[src/rtl/bsr_pkg.sv]
package bsr_pkg;

    typedef enum logic [2:0] {
        LEC_NONE  = 3'd0,
        LEC_STUFF = 3'd1,
        LEC_FORM  = 3'd2,
        LEC_ACK   = 3'd3,
        LEC_BIT1  = 3'd4,
        LEC_BIT0  = 3'd5,
        LEC_CRC   = 3'd6,
        LEC_SPARE = 3'd7
    } lec_e;

    typedef struct packed {
        logic       busoff;
        logic       warn;
        logic       rx_ok;
        logic       tx_ok;
        logic [2:0] lec;
    } bsr_flags_t;

    typedef struct packed {
        bsr_flags_t flags;
        logic       armed;
        logic       stat_irq;
        logic       err_irq;
    } bsr_state_t;

    localparam int STAT_W  = 8;
    localparam int B_RXOK  = 4;
    localparam int B_TXOK  = 3;

endpackage

[src/rtl/bsr_level_detect.sv]
module bsr_level_detect #(
    parameter int NUM_CNT  = 2,
    parameter int CNT_W    = 9,
    parameter int WARN_LIM = 96,
    parameter int OFF_LIM  = 256
) (
    input  logic [NUM_CNT*CNT_W-1:0] cnt_i,
    output logic                     warn_o,
    output logic                     off_o
);
    localparam logic [CNT_W-1:0] WARN_V = CNT_W'(WARN_LIM);
    localparam logic [CNT_W-1:0] OFF_V  = CNT_W'(OFF_LIM);

    logic [NUM_CNT-1:0] warn_hit;
    logic [NUM_CNT-1:0] off_hit;

    generate
        for (genvar i = 0; i < NUM_CNT; i++) begin : g_cmp
            assign warn_hit[i] = cnt_i[i*CNT_W +: CNT_W] >= WARN_V;
            assign off_hit[i]  = cnt_i[i*CNT_W +: CNT_W] >= OFF_V;
        end
    endgenerate

    assign warn_o = |warn_hit;
    assign off_o  = |off_hit;

endmodule

[src/rtl/bsr_err_capture.sv]
module bsr_err_capture
    import bsr_pkg::*;
(
    input  logic       armed_q,
    input  logic [2:0] lec_q,
    input  logic       frame_start_i,
    input  logic       err_i,
    input  logic [2:0] err_code_i,
    input  logic       sw_ld_i,
    input  logic [2:0] sw_lec_i,
    output logic       armed_d,
    output logic [2:0] lec_d,
    output logic       lec_chg_o
);
    logic armed_eff;
    logic take;

    always_comb begin
        armed_eff = armed_q | frame_start_i;
        take      = err_i & armed_eff;
        armed_d   = armed_eff & ~err_i;
        if (take)
            lec_d = err_code_i;
        else if (sw_ld_i)
            lec_d = sw_lec_i;
        else
            lec_d = lec_q;
        lec_chg_o = take && (err_code_i != lec_q);
    end

endmodule

[src/rtl/bsr_irq_gate.sv]
module bsr_irq_gate (
    input  logic gie_i,
    input  logic sie_i,
    input  logic eie_i,
    input  logic rx_evt_i,
    input  logic tx_evt_i,
    input  logic lec_chg_i,
    input  logic warn_rise_i,
    input  logic off_rise_i,
    output logic stat_req_o,
    output logic err_req_o
);
    always_comb begin
        stat_req_o = gie_i & sie_i & (rx_evt_i | tx_evt_i | lec_chg_i);
        err_req_o  = gie_i & eie_i & (warn_rise_i | off_rise_i);
    end

endmodule

[src/rtl/busnode_status_reg.sv]
module busnode_status_reg
    import bsr_pkg::*;
#(
    parameter int CNT_W    = 9,
    parameter int WARN_LIM = 96,
    parameter int OFF_LIM  = 256
) (
    input  logic              clk,
    input  logic              rst_n,
    input  logic              frame_start_i,
    input  logic              rx_ok_i,
    input  logic              tx_ok_i,
    input  logic              err_i,
    input  logic [2:0]        err_code_i,
    input  logic [CNT_W-1:0]  tec_i,
    input  logic [CNT_W-1:0]  rec_i,
    input  logic              recover_i,
    input  logic              sw_wr_i,
    input  logic [7:0]        sw_wdata_i,
    input  logic              ctl_gie_i,
    input  logic              ctl_sie_i,
    input  logic              ctl_eie_i,
    output logic [7:0]        status_o,
    output logic              tx_float_o,
    output logic              stat_irq_o,
    output logic              err_irq_o
);
    localparam int NUM_CNT = 2;

    bsr_state_t st_q, st_d;

    logic       warn_lvl, off_lvl;
    logic       armed_d;
    logic [2:0] lec_d;
    logic       lec_chg;
    logic       busoff_d;
    logic       stat_req, err_req;

    bsr_level_detect #(
        .NUM_CNT (NUM_CNT),
        .CNT_W   (CNT_W),
        .WARN_LIM(WARN_LIM),
        .OFF_LIM (OFF_LIM)
    ) u_lvl (
        .cnt_i ({rec_i, tec_i}),
        .warn_o(warn_lvl),
        .off_o (off_lvl)
    );

    bsr_err_capture u_cap (
        .armed_q      (st_q.armed),
        .lec_q        (st_q.flags.lec),
        .frame_start_i(frame_start_i),
        .err_i        (err_i),
        .err_code_i   (err_code_i),
        .sw_ld_i      (sw_wr_i),
        .sw_lec_i     (sw_wdata_i[2:0]),
        .armed_d      (armed_d),
        .lec_d        (lec_d),
        .lec_chg_o    (lec_chg)
    );

    // Recovery overrides a threshold hit in the same cycle.
    assign busoff_d = recover_i ? 1'b0 : (st_q.flags.busoff | off_lvl);

    bsr_irq_gate u_irq (
        .gie_i      (ctl_gie_i),
        .sie_i      (ctl_sie_i),
        .eie_i      (ctl_eie_i),
        .rx_evt_i   (rx_ok_i),
        .tx_evt_i   (tx_ok_i),
        .lec_chg_i  (lec_chg),
        .warn_rise_i(warn_lvl & ~st_q.flags.warn),
        .off_rise_i (busoff_d & ~st_q.flags.busoff),
        .stat_req_o (stat_req),
        .err_req_o  (err_req)
    );

    always_comb begin
        st_d = st_q;
        st_d.flags.busoff = busoff_d;
        st_d.flags.warn   = warn_lvl;
        if (sw_wr_i) begin
            st_d.flags.rx_ok = sw_wdata_i[B_RXOK];
            st_d.flags.tx_ok = sw_wdata_i[B_TXOK];
        end
        if (rx_ok_i)
            st_d.flags.rx_ok = 1'b1;
        if (tx_ok_i)
            st_d.flags.tx_ok = 1'b1;
        st_d.flags.lec = lec_d;
        st_d.armed     = armed_d;
        st_d.stat_irq  = stat_req;
        st_d.err_irq   = err_req;
    end

    always_ff @(posedge clk) begin
        if (!rst_n) begin
            st_q       <= '0;
            st_q.armed <= 1'b1;
        end else begin
            st_q <= st_d;
        end
    end

    assign status_o   = {st_q.flags.busoff, st_q.flags.warn, 1'b0,
                         st_q.flags.rx_ok, st_q.flags.tx_ok, st_q.flags.lec};
    assign tx_float_o = st_q.flags.busoff;
    assign stat_irq_o = st_q.stat_irq;
    assign err_irq_o  = st_q.err_irq;

endmodule

[config.mk]
export PLATFORM = sky130hd
export DESIGN_NAME = busnode_status_reg
export DESIGN_NICKNAME = d
export VERILOG_FILES = /design/src/rtl/bsr_pkg.sv /design/src/rtl/bsr_level_detect.sv /design/src/rtl/bsr_err_capture.sv /design/src/rtl/bsr_irq_gate.sv /design/src/rtl/busnode_status_reg.sv
export SDC_FILE = /design/constraint.sdc
export NUM_CORES = 1
export LEC_CHECK = 0
export BUFFER_PORTS_ARGS = -buffer_cell sky130_fd_sc_hd__buf_4
export CORE_ASPECT_RATIO = 1.2
export CORE_MARGIN = 2
export CORE_UTILIZATION = 25
export DETAILED_ROUTE_END_ITERATION = 16
export GPL_ROUTABILITY_DRIVEN = 1
export GPL_TIMING_DRIVEN = 1
export PLACE_DENSITY = 0.68
export SETUP_SLACK_MARGIN = 0.1
export SYNTH_ARGS = -nofsm -noshare
export SYNTH_HDL_FRONTEND = slang
export SYNTH_SLANG_ARGS = --single-unit
export TNS_END_PERCENT = 10
[constraint.sdc]
create_clock -name clk -period 3 [get_ports clk]
set_input_delay 0.3 -clock clk [delete_from_list [all_inputs] [get_ports clk]]
set_output_delay 0.3 -clock clk [all_outputs]
set_load 0.02 [all_outputs]
Yosys cells after proc, flatten, opt, wreduce, memory -nomap -nowiden
Index checks and enable logic that the tools add are counted.
{ "op_classes": {"shifts": 0, "n_eq_ne": 1, "n_reduce_logical": 6, "div_mod_pow": 0, "multipliers": 0, "mux": 6, "add_sub_neg": 0, "n_lt_le_gt_ge": 4, "n_bitwise": 16} }
{ "op_table": {"columns": ["op", "count"], "rows": [
  ["9-bit by 7-bit >= comparator with 1-bit output (second input constant)", 2],
  ["9-bit >= comparator (second input constant)", 2],
  ["1-bit bitwise AND", 8],
  ["3-bit 2-to-1 mux", 2],
  ["2-bit nonzero test", 3],
  ["1-bit bitwise OR", 5],
  ["2-bit OR reduction", 2],
  ["1-bit 2-to-1 mux", 3],
  ["3-bit != test", 1],
  ["1-bit inverter", 3],
  ["2-bit 2-to-1 mux", 1],
  ["1-bit logical AND", 1]
]} }
{ "word_totals": {"word_cells": 41, "memories": 0, "regBits": 10, "input_bits": 40, "romBits": 0, "out_inout_bits": 11, "latchBits": 0, "ram_bits": 0} }

Longest topological paths before layout
{ "depth": {"ltp_word": 7, "ltp_mapped": 4, "ltp_nobuf": 3} }

Cells and area by module
Synthesis repeated with hierarchy kept, for this count alone.
{ "unflattened": {"hier_cells": 52, "area_unflattened_um2": 540.5} }
{ "by_module_without_submodules": {"columns": ["mod", "cells_per_inst", "n_inst", "area_each_um2", "seq_area_each_um2"], "rows": [
  ["busnode_status_reg", 34, 1, 370.4, 200.2],
  ["bsr_err_capture", 13, 1, 127.6, 0.0],
  ["bsr_level_detect", 3, 1, 22.5, 0.0],
  ["bsr_irq_gate", 2, 1, 20.0, 0.0]
]} }

Least setup slack after synthesis
No wires, ideal clock.
{ "synth_path": {"path_type": "input port to flip-flop", "startpoint": "input tec_i[7]", "endpoint": "register st_q (netlist bit err_irq_o)", "setup_ns": 0.127, "path_buffers": 0, "path_slack_ns": 1.773, "cell_stages": 3, "t_arrival_ns": 1.100, "cell_sequence": "or4_4 > a221oi_2 > o31ai_1"} }
{ "synth_between": {"elab_chain_cells": 7, "word_cells_on_any_way": 10} }
{ "synth_rtl": {"columns": ["item", "line_no", "text"], "rows": [
  ["start, declared", "busnode_status_reg.sv:15", "input logic [CNT_W-1:0] tec_i,"],
  ["9-bit >= comparator", "bsr_level_detect.sv:20", "assign off_hit[i] = cnt_i[i*CNT_W +: CNT_W] >= OFF_V;"],
  ["2-bit OR reduction", "bsr_level_detect.sv:25", "assign off_o = |off_hit;"],
  ["1-bit bitwise OR", "busnode_status_reg.sv:64", "assign busoff_d = recover_i ? 1'b0 : (st_q.flags.busoff | off_lvl);"],
  ["1-bit 2-to-1 mux", "busnode_status_reg.sv:64", null],
  ["1-bit bitwise AND", "busnode_status_reg.sv:74", ".off_rise_i (busoff_d & ~st_q.flags.busoff),"],
  ["1-bit bitwise OR (*)", "bsr_irq_gate.sv:15", "err_req_o = gie_i & eie_i & (warn_rise_i | off_rise_i);"],
  ["1-bit bitwise AND (*)", "bsr_irq_gate.sv:15", null],
  ["end signal, assigned", "busnode_status_reg.sv:102", "st_q <= st_d;"],
  ["end, declared", "busnode_status_reg.sv:30", "bsr_state_t st_q, st_d;"]
]} }
Every way passes the cells marked *; elsewhere a longest branch is shown, timed or not.
A chain may end at the register's enable or synchronous reset.

Final worst setup path
Ends and elaborated chain as after synthesis.

==> flow_summary_export.csv <==
group,metric,value,unit
run_status,outcome,"finished clean",
worst_setup_path,reg2reg_slack,1.86,ns
yosys,synth_cells,46,
yosys,synth.distinct_cells,25,
worst_setup_path,setup.worst_path.class,"in2reg",
routing,routed_wl,1.17,mm
yosys,synth_top_area_frac,0.429,
clock_tree,cts_setup_buffers,0,
clock_tree,cts_tree,"built",
placed_design,gp_congestion,0.643,
die,die_x,43.4,um
yosys,syn_area_per_cell,10.1,um^2
worst_setup_path,start_kind,"primary input",
placed_design,dpl_cell_area,737,um^2
global_route,use_met1,0.127,
timing,finalHoldViolCount,0,
global_route,grt_remaining_overflow,0,
worst_setup_path,r2r_start,"st_q[2]",
worst_setup_path,worstPathCellList,"buf_4, or4_4, a221oi_2, o31ai_1",
timing,rsz0062_at_grt,"no",
timing,skew,0.00327,ns
cells_and_area,nets,123,
worst_setup_path,crit_path_top_delay_cell,"or4_4",
routing,dr.pass1.iters,2,
worst_setup_path,setup.worst_path.end_class,"flip-flop",
worst_setup_path,worstPathArrival,1.29,ns
die,num_rows,17,
cells_and_area,design_area,759,um^2
clock_tree,cts_root_buffer,"clkbuf_4",
power_and_ir_drop,p_total,0.000322,W
clock_tree,clockBufferDepth,2,
clock_tree,cts.clk_slew.worst_paths,0.06,ns
die,start_util,0.258,
yosys,synth_top_cell_by_area,"dfxtp_1",
global_route,grt_first_pass_wirelength,1.88,mm
worst_setup_path,cp_num_buf_inv,1,
clock_tree,clkSinkCount,10,
global_route,met3_usage,0.0212,
timing,setup_viol,0,
yosys,synthTopCellsByArea,"dfxtp_1 (43%), mux2i_1 (6.4%), o211a_1 (6.4%), xnor2_1 (5.6%), mux2_2 (4.8%)",
global_route,grt_start_max_net_pins,11,
yosys,synth-warning-count,0,
timing,fmaxAchievable,876,MHz
yosys,ys_seq_elements,10,
worst_setup_path,crit_fanout,2,
clock_tree,ctsResizeCount,0,
worst_hold_path,worstHoldEndpoint,"tx_float_o",
timing,tns,0,ns
cells_and_area,area_growth,62.7,%
clock_tree,cts_made_buffers,3,
clock_tree,cts_max_level,1,
global_route,top_usage_layer,"met2",
die,die_area,2230,um^2
placed_design,port_buffers,36,
cells_and_area,n_fill_cell,193,
global_route,antenna_found_initial,0,
worst_setup_path,regToRegEndpoint,"stat_irq_o",
worst_hold_path,hold_start,"recover_i",
yosys,ys_seq_area_frac,0.429,
job,drv_cap,0,
timing,fin_crit_sh,0.381,
clock_tree,clock_latency,0.27,ns
worst_setup_path,r2r_cells,3,
global_route,use_met2,0.199,
worst_setup_path,worstPathRequired,3.15,ns
die,io_pins,51,
routing,drtAntennaViolNets,0,
power_and_ir_drop,vdd_drop_max,0.164,mV
die,core-area,1810,um^2
die,fp.dieH,51.3,um
clock_tree,cts_hold_buf,0,
worst_hold_path,whs_path_depth,2,
yosys,syn_area,467,um^2
cells_and_area,diodes,0,
worst_hold_path,hold_class,"in2reg",
routing,vias,468,
power_and_ir_drop,p_leak,0.382,nW
global_route,grt_util_all_layers,0.120,
worst_setup_path,crit_family,"simple AND/OR/NAND/NOR gates",
power_and_ir_drop,p_per_area,424,nW/um^2
routing,drc,0,
routing,dr.first_iter.drc_count,1,
routing,avgViaCountPerCell,4.68,
global_route,first_global_vias,441,
worst_setup_path,max_stage_delay,0.52,ns
routing,routedWlPerCell,11.7,um
cells_and_area,drive_above_1_share,0.531,
yosys,synth_nets,86,
timing,timing.final.max_slew_violations,0,
timing,period_minus_slack,1.14,ns
-- cell usage after synthesis --
cell      count
nand2_1       3
nor2_1        2
mux2_2        2
conb_1        1
nor3_1        1
xnor2_1       3
nor3b_1       1
or4_4         1
dfxtp_1      10
buf_2         1
nor2b_1       1
or4_1         1
a221oi_2      1
o211a_1       3
o21a_1        2
mux2i_1       3
and3_1        1
clkbuf_1      1
o21ai_0       1
a31oi_1       1
nand3_1       1
buf_4         2
o21ai_1       1
o31ai_1       1
o31a_1        1
-- routing by layer --
metal | up-vias | share of wire
met5 | - | 0
met4 | 0 | 0.037
met3 | 5 | 0.080
met2 | 21 | 0.52
met1 | 206 | 0.36
li1 | 236 | -
-- worst max-delay path by stage --
stage,from,cells past startpoint,endpoint,slack (ns)
2_1_floorplan,tec_i[7],3,err_irq_o,1.77
3_3_place_gp,tec_i[7],4,err_irq_o,1.60
3_5_place_dp,tec_i[7],4,err_irq_o,1.57
4_1_cts,st_q[2],3,stat_irq_o,1.83
5_1_grt,st_q[2],3,stat_irq_o,1.71
6_report,tec_i[7],4,err_irq_o,1.86
-- stage by stage --
step | hold WS, ns | util | instances | setup WS [ns]
finish | 0.194 | 0.420 | 100 | 1.86
global route | 0.200 | 0.420 | 100 | 1.71
CTS | 0.187 | 0.420 | 100 | 1.83
detailed placement | 0.440 | 0.408 | 97 | 1.57
global placement | 0.438 | 0.408 | 97 | 1.60
floorplan | 0.376 | - | 46 | 1.77
-- report_power, final --
part | leakage (nW) | switching [W] | total (W) | internal [W]
Combinational | 0.285 | 0.0000346 | 0.0000823 | 0.0000476
Clock | 0.0138 | 0.0000460 | 0.0000924 | 0.0000464
Sequential | 0.0833 | 0.00000556 | 0.000148 | 0.000142
-- placed cells by master, fill, tap and decap left out --
master    instances
buf_4            36
dfxtp_1          10
mux2i_1           3
nand2_1           3
o211a_1           3
xnor2_1           3
clkbuf_4          3
mux2_2            2
o21a_1            2
nor2_1            2
or4_4             1
a221oi_2          1
nor2b_1           1
o21ai_1           1
o21ai_0           1
a31oi_1           1
and3_1            1
o31a_1            1
nand3_1           1
or4_1             1
o31ai_1           1
nor3_1            1
nor3b_1           1
conb_1            1
-- cells by family after synthesis --
logic type | synth area share
other | 0.00804
and+or+nand+nor | 0.145
AOI/OAI and AO/OA | 0.198
xor gates and xnor gates | 0.0563
buffers and inverters | 0.0509
muxes | 0.113
DFF | 0.429
-- cell type report --
| type | count | area [um^2] | area share |
|---|---|---|---|
| Clock buffer | 3 | 22.5 | 0.0297 |
| Multi-Input combinational cell | 32 | 243 | 0.320 |
| Sequential cell | 10 | 200 | 0.264 |
| Tap cell | 19 | 23.8 | 0.0313 |
| Timing Repair Buffer | 36 | 270 | 0.356 |
-- state kept, by name, indices dropped and copies added (netlist names) --
signal,cells
status_o,6
err_irq_o,1
st_q,1
stat_irq_o,1
tx_float_o,1
No activity file was read; power rests on OpenSTA's default activity.
